==> src/rtl/mac_pkg.sv <==
package mac_pkg;
    localparam int OP_W    = 16;
    localparam int PROD_W  = 2 * OP_W;
    localparam int GUARD_W = 3;
    localparam int ACC_W   = PROD_W + GUARD_W;
    localparam int RND_POS = OP_W - 1;
    localparam int WIDE_W  = OP_W + 1;
    localparam int MUL_W   = 2 * WIDE_W;

    typedef struct packed {
        logic tc;
        logic rnd;
        logic acc;
        logic sub;
    } mode_t;

    typedef enum logic [1:0] {
        OP_LOAD = 2'd0,
        OP_ADD  = 2'd1,
        OP_SUB  = 2'd2,
        OP_PRE  = 2'd3
    } acc_op_e;

    function automatic acc_op_e pick_op(mode_t m, logic pre);
        if (pre)         return OP_PRE;
        else if (!m.acc) return OP_LOAD;
        else if (m.sub)  return OP_SUB;
        else             return OP_ADD;
    endfunction

    function automatic logic [WIDE_W-1:0] widen_op(logic [OP_W-1:0] v, logic tc);
        return {tc & v[OP_W-1], v};
    endfunction
endpackage

==> src/rtl/mac_in_stage.sv <==
module mac_in_stage
    import mac_pkg::*;
#(
    parameter int W = OP_W
) (
    input  logic         clk,
    input  logic         rst,
    input  logic [W-1:0] x_in,
    input  logic [W-1:0] y_in,
    input  logic         x_stb,
    input  logic         y_stb,
    input  mode_t        mode_in,
    output logic [W-1:0] x_q,
    output logic [W-1:0] y_q,
    output mode_t        mode_q
);
    localparam int LANES = 2;

    logic [W-1:0] lane_d [LANES];
    logic [W-1:0] lane_q [LANES];
    logic         lane_e [LANES];

    assign lane_d[0] = x_in;
    assign lane_d[1] = y_in;
    assign lane_e[0] = x_stb;
    assign lane_e[1] = y_stb;

    for (genvar i = 0; i < LANES; i++) begin : g_lane
        always_ff @(posedge clk) begin
            if (rst)            lane_q[i] <= '0;
            else if (lane_e[i]) lane_q[i] <= lane_d[i];
        end
    end

    assign x_q = lane_q[0];
    assign y_q = lane_q[1];

    always_ff @(posedge clk) begin
        if (rst)                mode_q <= '0;
        else if (x_stb | y_stb) mode_q <= mode_in;
    end
endmodule

==> src/rtl/mac_mult.sv <==
module mac_mult
    import mac_pkg::*;
#(
    parameter int W  = OP_W,
    parameter int AW = ACC_W
) (
    input  logic [W-1:0]  x_q,
    input  logic [W-1:0]  y_q,
    input  mode_t         mode_q,
    output logic [AW-1:0] prod_ext
);
    localparam int WW = W + 1;
    localparam int MW = 2 * WW;
    localparam int SX = AW - MW;

    logic signed [WW-1:0] xa, yb;
    logic signed [MW-1:0] prod_s;
    logic [AW-1:0]        ext;
    logic [AW-1:0]        rnd_add;

    always_comb begin
        xa      = $signed(widen_op(x_q, mode_q.tc));
        yb      = $signed(widen_op(y_q, mode_q.tc));
        prod_s  = xa * yb;
        ext     = {{SX{prod_s[MW-1]}}, prod_s};
        rnd_add = '0;
        rnd_add[RND_POS] = mode_q.rnd;
        prod_ext = ext + rnd_add;
    end
endmodule

==> src/rtl/mac_accum.sv <==
module mac_accum
    import mac_pkg::*;
#(
    parameter int AW = ACC_W
) (
    input  logic          clk,
    input  logic          rst,
    input  logic          p_stb,
    input  logic          pre_ld,
    input  logic [AW-1:0] pre_data,
    input  logic [AW-1:0] prod_ext,
    input  mode_t         mode_q,
    output logic [AW-1:0] acc_q,
    output logic [AW-1:0] acc_next
);
    acc_op_e       op;
    logic [AW-1:0] acc_d;

    always_comb begin
        op = pick_op(mode_q, 1'b0);
        unique case (op)
            OP_ADD:  acc_next = prod_ext + acc_q;
            OP_SUB:  acc_next = prod_ext - acc_q;
            default: acc_next = prod_ext;
        endcase
        acc_d = (pick_op(mode_q, pre_ld) == OP_PRE) ? pre_data : acc_next;
    end

    always_ff @(posedge clk) begin
        if (rst)        acc_q <= '0;
        else if (p_stb) acc_q <= acc_d;
    end
endmodule

==> src/rtl/mac_unit.sv <==
module mac_unit
    import mac_pkg::*;
(
    input  logic             clk,
    input  logic             rst,
    input  logic [OP_W-1:0]  x_in,
    input  logic [OP_W-1:0]  y_in,
    input  logic             x_stb,
    input  logic             y_stb,
    input  logic             tc_in,
    input  logic             rnd_in,
    input  logic             acc_in,
    input  logic             sub_in,
    input  logic             p_stb,
    input  logic             pre_ld,
    input  logic [ACC_W-1:0] pre_data,
    output logic [ACC_W-1:0] acc_q,
    output logic [ACC_W-1:0] acc_next
);
    mode_t             mode_in, mode_q;
    logic [OP_W-1:0]   x_q, y_q;
    logic [ACC_W-1:0]  prod_ext;

    assign mode_in = '{tc: tc_in, rnd: rnd_in, acc: acc_in, sub: sub_in};

    mac_in_stage #(.W(OP_W)) u_in (
        .clk(clk), .rst(rst), .x_in(x_in), .y_in(y_in),
        .x_stb(x_stb), .y_stb(y_stb), .mode_in(mode_in),
        .x_q(x_q), .y_q(y_q), .mode_q(mode_q)
    );

    mac_mult #(.W(OP_W), .AW(ACC_W)) u_mul (
        .x_q(x_q), .y_q(y_q), .mode_q(mode_q), .prod_ext(prod_ext)
    );

    mac_accum #(.AW(ACC_W)) u_acc (
        .clk(clk), .rst(rst), .p_stb(p_stb), .pre_ld(pre_ld),
        .pre_data(pre_data), .prod_ext(prod_ext), .mode_q(mode_q),
        .acc_q(acc_q), .acc_next(acc_next)
    );
endmodule

==> config.mk <==
export PLATFORM = sky130hd
export DESIGN_NAME = mac_unit
export DESIGN_NICKNAME = d
export VERILOG_FILES = /design/src/rtl/mac_pkg.sv /design/src/rtl/mac_in_stage.sv /design/src/rtl/mac_mult.sv /design/src/rtl/mac_accum.sv /design/src/rtl/mac_unit.sv
export SDC_FILE = /design/constraint.sdc
export NUM_CORES = 1
export LEC_CHECK = 0
export ABC_CLOCK_PERIOD_IN_PS = 16500
export BUFFER_PORTS_ARGS = -buffer_cell sky130_fd_sc_hd__buf_2
export CAP_MARGIN = 40
export CORE_ASPECT_RATIO = 1.4
export CORE_MARGIN = 2
export CORE_UTILIZATION = 28
export CTS_BUF_LIST = sky130_fd_sc_hd__clkbuf_16
export DETAILED_ROUTE_END_ITERATION = 16
export GPL_TIMING_DRIVEN = 0
export SLEW_MARGIN = 5
export SYNTH_ARGS = -nofsm -noshare
export SYNTH_HDL_FRONTEND = slang
export SYNTH_SLANG_ARGS = --single-unit
==> constraint.sdc <==
create_clock -name clk -period 16.5 [get_ports clk]
set_input_delay 3.3 -clock clk [delete_from_list [all_inputs] [get_ports clk]]
set_output_delay 3.3 -clock clk [all_outputs]
set_load 0.02 [all_outputs]
==> impl_metrics.csv, run 1 <==
group,metric,value,unit
layout,diodes,0,
sta,min_period,13.20,ns
logic_synthesis,synthArstFlopShare,0,%
place,dp_slack,3.70,ns
grt,grt_max_degree,17,
logic_synthesis,syn-num-nets,2450,
worst_setup_path,crit_type,"register to primary output",
worst_setup_path,r2r_setup_slack,6.96,ns
worst_setup_path,cp-start-kind,"register",
clocking,cts.clk_slew.worst_paths,0.07,ns
clocking,cts_sinks,71,
worst_setup_path,worst_setup_path_end_kind,"primary output",
grt,antenna_found_initial,0,
logic_synthesis,ys_top_cells_by_count,"inv_1, fa_1, nand2_1",
logic_synthesis,synth.most_common_cell,"inv_1",
sta,fmax,75.8,MHz
drt,dr.pass1.iters,5,
drt,vias_per_cell,4.87,
layout,drive_above_1_share,10.3,%
logic_synthesis,yosysTopAreaCell,"fa_1",
logic_synthesis,yosys_warnings,0,
sta,fin_worst_skew,0.00420,ns
logic_synthesis,syn_area_per_cell,8.83,sq um
sta,tightest_slew,0.927,ns
sta,worst_slack,3.30,ns
layout,area.growth.synth_to_final,12.2,%
die,die_h,297,um
die,rows,107,
layout,final_util,31.8,%
clocking,post_cts_buffers,0,
place,numPortBuffers,145,
logic_synthesis,synth-edff-count,32,
sta,slew_viol_final,0,
logic_synthesis,seq_area_frac_synth,10.1,%
sta,timing.hold.ws,0.518,ns
clocking,ctsHoldBuffers,0,
worst_setup_path,path_max_fanout,10,
worst_setup_path,crit_path_max_incr_delay,0.61,ns
clocking,cts-root-buf,"clkbuf_16",
drt,drc,0,
drt,vias,14300,
worst_setup_path,cp_data_required_time,13.20,ns
grt,grt_first_pass_wirelength,88600,um
die,ios,147,
logic_synthesis,postSynthCellCount,1950,
power,power_density,225,nW/um^2
grt,grt_use_met2,34.6,%
grt,grt_usage,18.4,%
logic_synthesis,synth_area,17200,sq um
layout,final_nets,2612,
clocking,htree_levels,3,
die,fp.dieW,214,um
sta,rsz0062_at_grt,"no",
drt,ant_nets,0,
clocking,cts_made_buffers,9,
layout,n_fill_cell,6455,
logic_synthesis,ys_seq_elements,71,
status,outcome,"finished clean",
worst_setup_path,path_common_cell,"fa_1",
worst_setup_path,crit_arrival,9.90,ns
worst_setup_path,crit_slowest_cell,"fa_1",
drt,drtIter0Drc,665,
grt,use_met1,19.1,%
sta,fin_setup_tns,0,ns
clocking,cts_resized,0,
clocking,cts_buffer_depth,2,
flow_run,maxCapViolCount,0,
die,core,60800,sq um
sta,hold_viol,0,
clocking,clk_latency,0.37,ns
power,p_leak,9.56,nW
logic_synthesis,yosysTopAreaCellShare,35.2,%
power,power,4.35,mW
logic_synthesis,synth.area.top_cells,"fa_1, ha_1, inv_1, and2_1, edfxtp_1",
logic_synthesis,ys.flop_type,"dfxtp_1",
worst_hold_path,holdCritPathClass,"register to register",
grt,grt_remaining_overflow,0,
place,dp_hpwl,48900,um
grt,grt_busiest_layer,"met2",
logic_synthesis,synth_cell_types,82,
sta,relSlewSlack,38.2,%
drt,routed_wl,56300,um
grt,use_met3,1.88,%
grt,grt_pass1_vias,15700,
sta,fin_crit_sh,80.0,%
drt,wl_per_cell,19.2,um
clocking,cts_tree,"yes",
power,ir_drop,0.241,mV
sta,setup_violations,0,
die,dieArea,63500,sq um
die,start_util,28.3,%
place,place.gp.congestion,0.948,
[kinds of logic after synthesis]
family | Yosys count | share of synthesized area (%)
and+or+nand+nor | 596 | 17.5
AOI/OAI and AO/OA | 314 | 12.6
muxes | 31 | 1.90
xor gates and xnor gates | 91 | 4.63
adders and majority gates | 423 | 43.9
buffers and inverters | 424 | 9.29
DFF | 71 | 10.1
[layout by cell type (no fill, tap or decap), types with 11 or more instances in the layout]
cell type and instances:
nand3_1 14, a21o_1 43, a211oi_1 15, a31o_2 11, nand2_1 210, clkbuf_1 75
a21oi_1 78, a31oi_1 11, inv_1 344, mux2i_1 17, buf_2 148, or3_1 13
mux2_2 14, ha_1 120, xor2_1 34, and3_1 23, nor2_1 82, dfxtp_1 39
o21ai_0 50, nand2b_1 20, fa_1 303, o211ai_1 16, nor3_1 13, xnor2_1 57
and2_1 176, edfxtp_1 32
[through the flow]
step	cells	cell area [sq um]
floorplan	1950	17200
global placement	2912	19000
detailed placement	2918	19000
CTS	2934	19300
global route	2934	19300
finish	2934	19300
[routing by layer]
metal | vias to the layer above | part of all wire (%)
li1 | 6555 | -
met5 | - | 0
met2 | 426 | 54
met4 | 0 | 7.2
met1 | 7133 | 35
met3 | 172 | 3.6
[layout make-up]
| class | count | area [sq um] | area share [%] |
|---|---|---|---|
| multi-input combinational | 1455 | 13900 | 71.8 |
| sequential | 71 | 1740 | 9.01 |
| inverter | 346 | 1300 | 6.72 |
| tap | 817 | 1020 | 5.29 |
| timing repair buffer | 151 | 778 | 4.03 |
| buffer | 78 | 300 | 1.55 |
| clock buffer | 9 | 225 | 1.17 |
| clock inverter | 7 | 80.1 | 0.414 |
[state kept, by name (all words and copies together) (netlist names)]
register	count
u_in.lane_q	32
u_acc.acc_q	35
u_in.mode_q	4
[path summary, 6_finish.rpt]
kind | startpoint | end | depth (start not counted)
min reg2reg | u_acc.acc_q[13] | u_acc.acc_q[13] | 2
max reg2reg | u_in.lane_q[1][8] | u_acc.acc_q[34] | 29
min | u_acc.acc_q[13] | u_acc.acc_q[13] | 2
max | u_in.lane_q[1][8] | acc_next[34] | 29
[power by group]
part,switching (mW),internal [mW],leakage (nW)
clock,0.0960,0.119,0.148
sequential,0.0612,0.216,0.666
combinational,2.37,1.48,8.74
[worst max-delay path: cells and delay by family (launching register included)]
| kind | cells | cell delay [ns] |
|---|---|---|
| XOR/XNOR | 2 | 0.63 |
| buffers and inverters | 6 | 1.53 |
| AO/OA/AOI/OAI | 10 | 2.73 |
| flip-flops | 1 | 0.32 |
| multiplexers | 1 | 0.13 |
| AND/OR/NAND/NOR | 2 | 0.28 |
| adder cells (fa/ha/maj) | 8 | 3.90 |
(Power assumes the default switching activity.)
==> run 2: changes to the inputs <==
--- a/config.mk
+++ b/config.mk
@@ -5,7 +5,7 @@
 export SDC_FILE = /design/constraint.sdc
 export NUM_CORES = 1
 export LEC_CHECK = 0
-export ABC_CLOCK_PERIOD_IN_PS = 16500
+export ABC_CLOCK_PERIOD_IN_PS = 12600
 export BUFFER_PORTS_ARGS = -buffer_cell sky130_fd_sc_hd__buf_2
 export CAP_MARGIN = 40
 export CORE_ASPECT_RATIO = 1.4
==> constraint.sdc (replaced) <==
create_clock -name clk -period 12.6 [get_ports clk]
set_input_delay 2.52 -clock clk [delete_from_list [all_inputs] [get_ports clk]]
set_output_delay 2.52 -clock clk [all_outputs]
set_load 0.02 [all_outputs]
==> run 2 against run 1 <==
Against the previous run: clock-buffer cell count unchanged; sequential share of layout area about the same; critical path type unchanged; design area up 0.15%; worst hold slack worse by 0.0057 ns; critical endpoint unchanged; cell count about the same; largest cell class unchanged; clock skew up 0.0018 ns; total power up 31%; first-iteration DRC count unchanged.
==> impl_metrics.csv, run 2 (synthesis results as in run 1) <==
group,metric,value,unit
die,core,60800,sq um
sta,fin_setup_tns,0,ns
worst_setup_path,r2r_setup_slack,3.21,ns
power,p_clk_share,4.9,%
drt,ant_nets,0,
worst_setup_path,crit_path_max_incr_delay,0.61,ns
layout,stdcell_count,2935,
clocking,cts_tree,"yes",
power,sw_frac_of_total,58.1,%
drt,vias_per_cell,4.88,
power,power_density,295,nW/um^2
worst_setup_path,path_max_fanout,10,
sta,relSlewSlack,39.9,%
sta,setup_violations,0,
grt,grt_remaining_overflow,0,
place,dp.cells,2918,
drt,dr.pass1.iters,6,
sta,hold_viol,0,
layout,final_util,31.8,%
sta,slew_viol_final,0,
place,postPlaceCellArea,19000,sq um
layout,final_nets,2613,
drt,routed_wl,56200,um
clocking,cts_sinks,71,
clocking,cts_buffer_depth,2,
die,ios,147,
die,die_h,297,um
layout,largest_register,"u_acc.acc_q",
grt,grt_usage,18.4,%
layout,diodes,0,
layout,drive_above_1_share,10.5,%
clocking,cts-root-buf,"clkbuf_16",
layout,largest_reg_flops,35,
worst_setup_path,crit_path_end,"acc_next[34]",
sta,fmax,81.9,MHz
drt,vias,14300,
flow_run,maxCapViolCount,0,
power,net-switching-power,3.31,mW
die,rows,107,
clocking,cts.clk_slew.worst_paths,0.07,ns
grt,grt_max_degree,17,
die,dieArea,63500,sq um
worst_setup_path,worst_setup_path_end_kind,"primary output",
die,start_util,28.3,%
power,power,5.70,mW
layout,area.growth.synth_to_final,12.4,%
grt,grt_first_pass_wirelength,88600,um
worst_setup_path,r2r_cells,29,
layout,layout_common_cells,"inv_1, fa_1, nand2_1",
power,seq_power_share,6.4,%
layout,layout_commonest_cell,"inv_1",
die,fp.dieW,214,um
power,p_comb_share,88.7,%
sta,fin_crit_sh,97.0,%
drt,drc,0,
worst_setup_path,r2r-end,"u_acc.acc_q[34]",
drt,drtIter0Drc,665,
clocking,clk_latency,0.37,ns
power,p_leak,9.57,nW
grt,grt_pass1_vias,15700,
worst_setup_path,crit_slowest_cell,"fa_1",
worst_hold_path,holdCritPathClass,"register to register",
power,ir_drop,0.315,mV
worst_setup_path,crit_type,"register to primary output",
place,dp_hpwl,48900,um
layout,reg_top3,"u_acc.acc_q (35), u_in.lane_q (32), u_in.mode_q (4)",
layout,fin_area,19400,sq um
place,place.gp.congestion,0.948,
worst_setup_path,critPathLaunch,"u_in.lane_q[1][9]",
worst_setup_path,path_common_cell,"fa_1",
sta,tightest_slew,0.901,ns
clocking,cts_made_buffers,9,
worst_setup_path,cp_data_required_time,10.08,ns
clocking,htree_levels,3,
sta,min_period,12.22,ns
sta,rsz0062_at_grt,"no",
status,outcome,"finished clean",
sta,fin_worst_skew,0.00603,ns
drt,wl_per_cell,19.2,um
grt,antenna_found_initial,0,
worst_setup_path,crit_arrival,9.70,ns
worst_setup_path,cp-start-kind,"register",
place,numPortBuffers,145,
power,intPower,2.39,mW
worst_setup_path,r2r-start,"u_in.lane_q[1][9]",
==> run 2: cell types whose count changed in the layout (fill, tap and decap cells not counted) <==
cell / before / now
xnor2_1: 57 / 56
dfxtp_1: 39 / 38
clkbuf_1: 75 / 74
clkbuf_2: 0 / 1
xnor2_2: 0 / 1
buf_4: 0 / 1
a221oi_2: 2 / 1
a221oi_4: 0 / 1
dfxtp_2: 0 / 1
==> run 2: layout make-up <==
cell class              instances  area, sq um
multi-input cells            1455        13900
repair buffers                152          786
fillers                      6452        41400
inverters                     346         1300
well taps                     817         1020
clock buffers                   9          225
flip-flops and latches         71         1740
clock inverters                 7         80.1
plain buffers                  78          302
==> run 2: what timing repair did <==
| action | 4_1_cts | 5_1_grt |
|---|---|---|
| setup buffers | 0 | 1 |
| endpoints found under the setup margin | 0 | 1 |
| resized for setup | 0 | 5 |
| hold buffers | 0 | 0 |
==> run 2: power by group through the flow <==
stage / logic (mW) / clock network, mW / registers, mW
3_3_place_gp: 4.91 / 0 / 0.364
2_1_floorplan: 3.61 / 0 / 0.371
5_1_grt: 5.56 / 0.294 / 0.368
3_5_place_dp: 4.96 / 0 / 0.366
4_1_cts: 5.02 / 0.287 / 0.361
6_report: 5.06 / 0.281 / 0.363
==> run 2: worst min-delay path by stage <==
| stage | start | end | cells past startpoint |
|---|---|---|---|
| global route | u_acc.acc_q[13] | u_acc.acc_q[13] | 2 |
| detailed placement | u_acc.acc_q[13] | u_acc.acc_q[13] | 2 |
| global placement | u_acc.acc_q[13] | u_acc.acc_q[13] | 2 |
| finish | u_acc.acc_q[13] | u_acc.acc_q[13] | 2 |
| CTS | u_acc.acc_q[13] | u_acc.acc_q[13] | 2 |
| floorplan | u_in.mode_q[2] | u_in.mode_q[2] | 2 |
==> run 2: layer usage <==
metal	routed length (um)	track usage (%)	share of wire (%)
met5	0	0	0
met4	4040	12.0	7.2
met3	2060	1.88	3.7
met2	30400	34.6	54
met1	19700	19.1	35
==> run 2: worst max-delay path, delay by kind of cell (launching register included) <==
kind / cells / cell delay (ns)
flops: 1 / 0.34
fa+ha+maj: 8 / 3.87
buf+inv: 6 / 1.48
xor+xnor: 2 / 0.40
simple gates: 2 / 0.25
mux: 1 / 0.34
compound gates: 10 / 2.62
==> run 2: per-stage QoR <==
stage               hold WS (ns)  setup slack, ns
detailed placement         0.501            0.576
finish                     0.512            0.383
global placement           0.492            0.397
floorplan                  0.432             2.32
global route               0.524          0.00338
CTS                        0.511            0.124
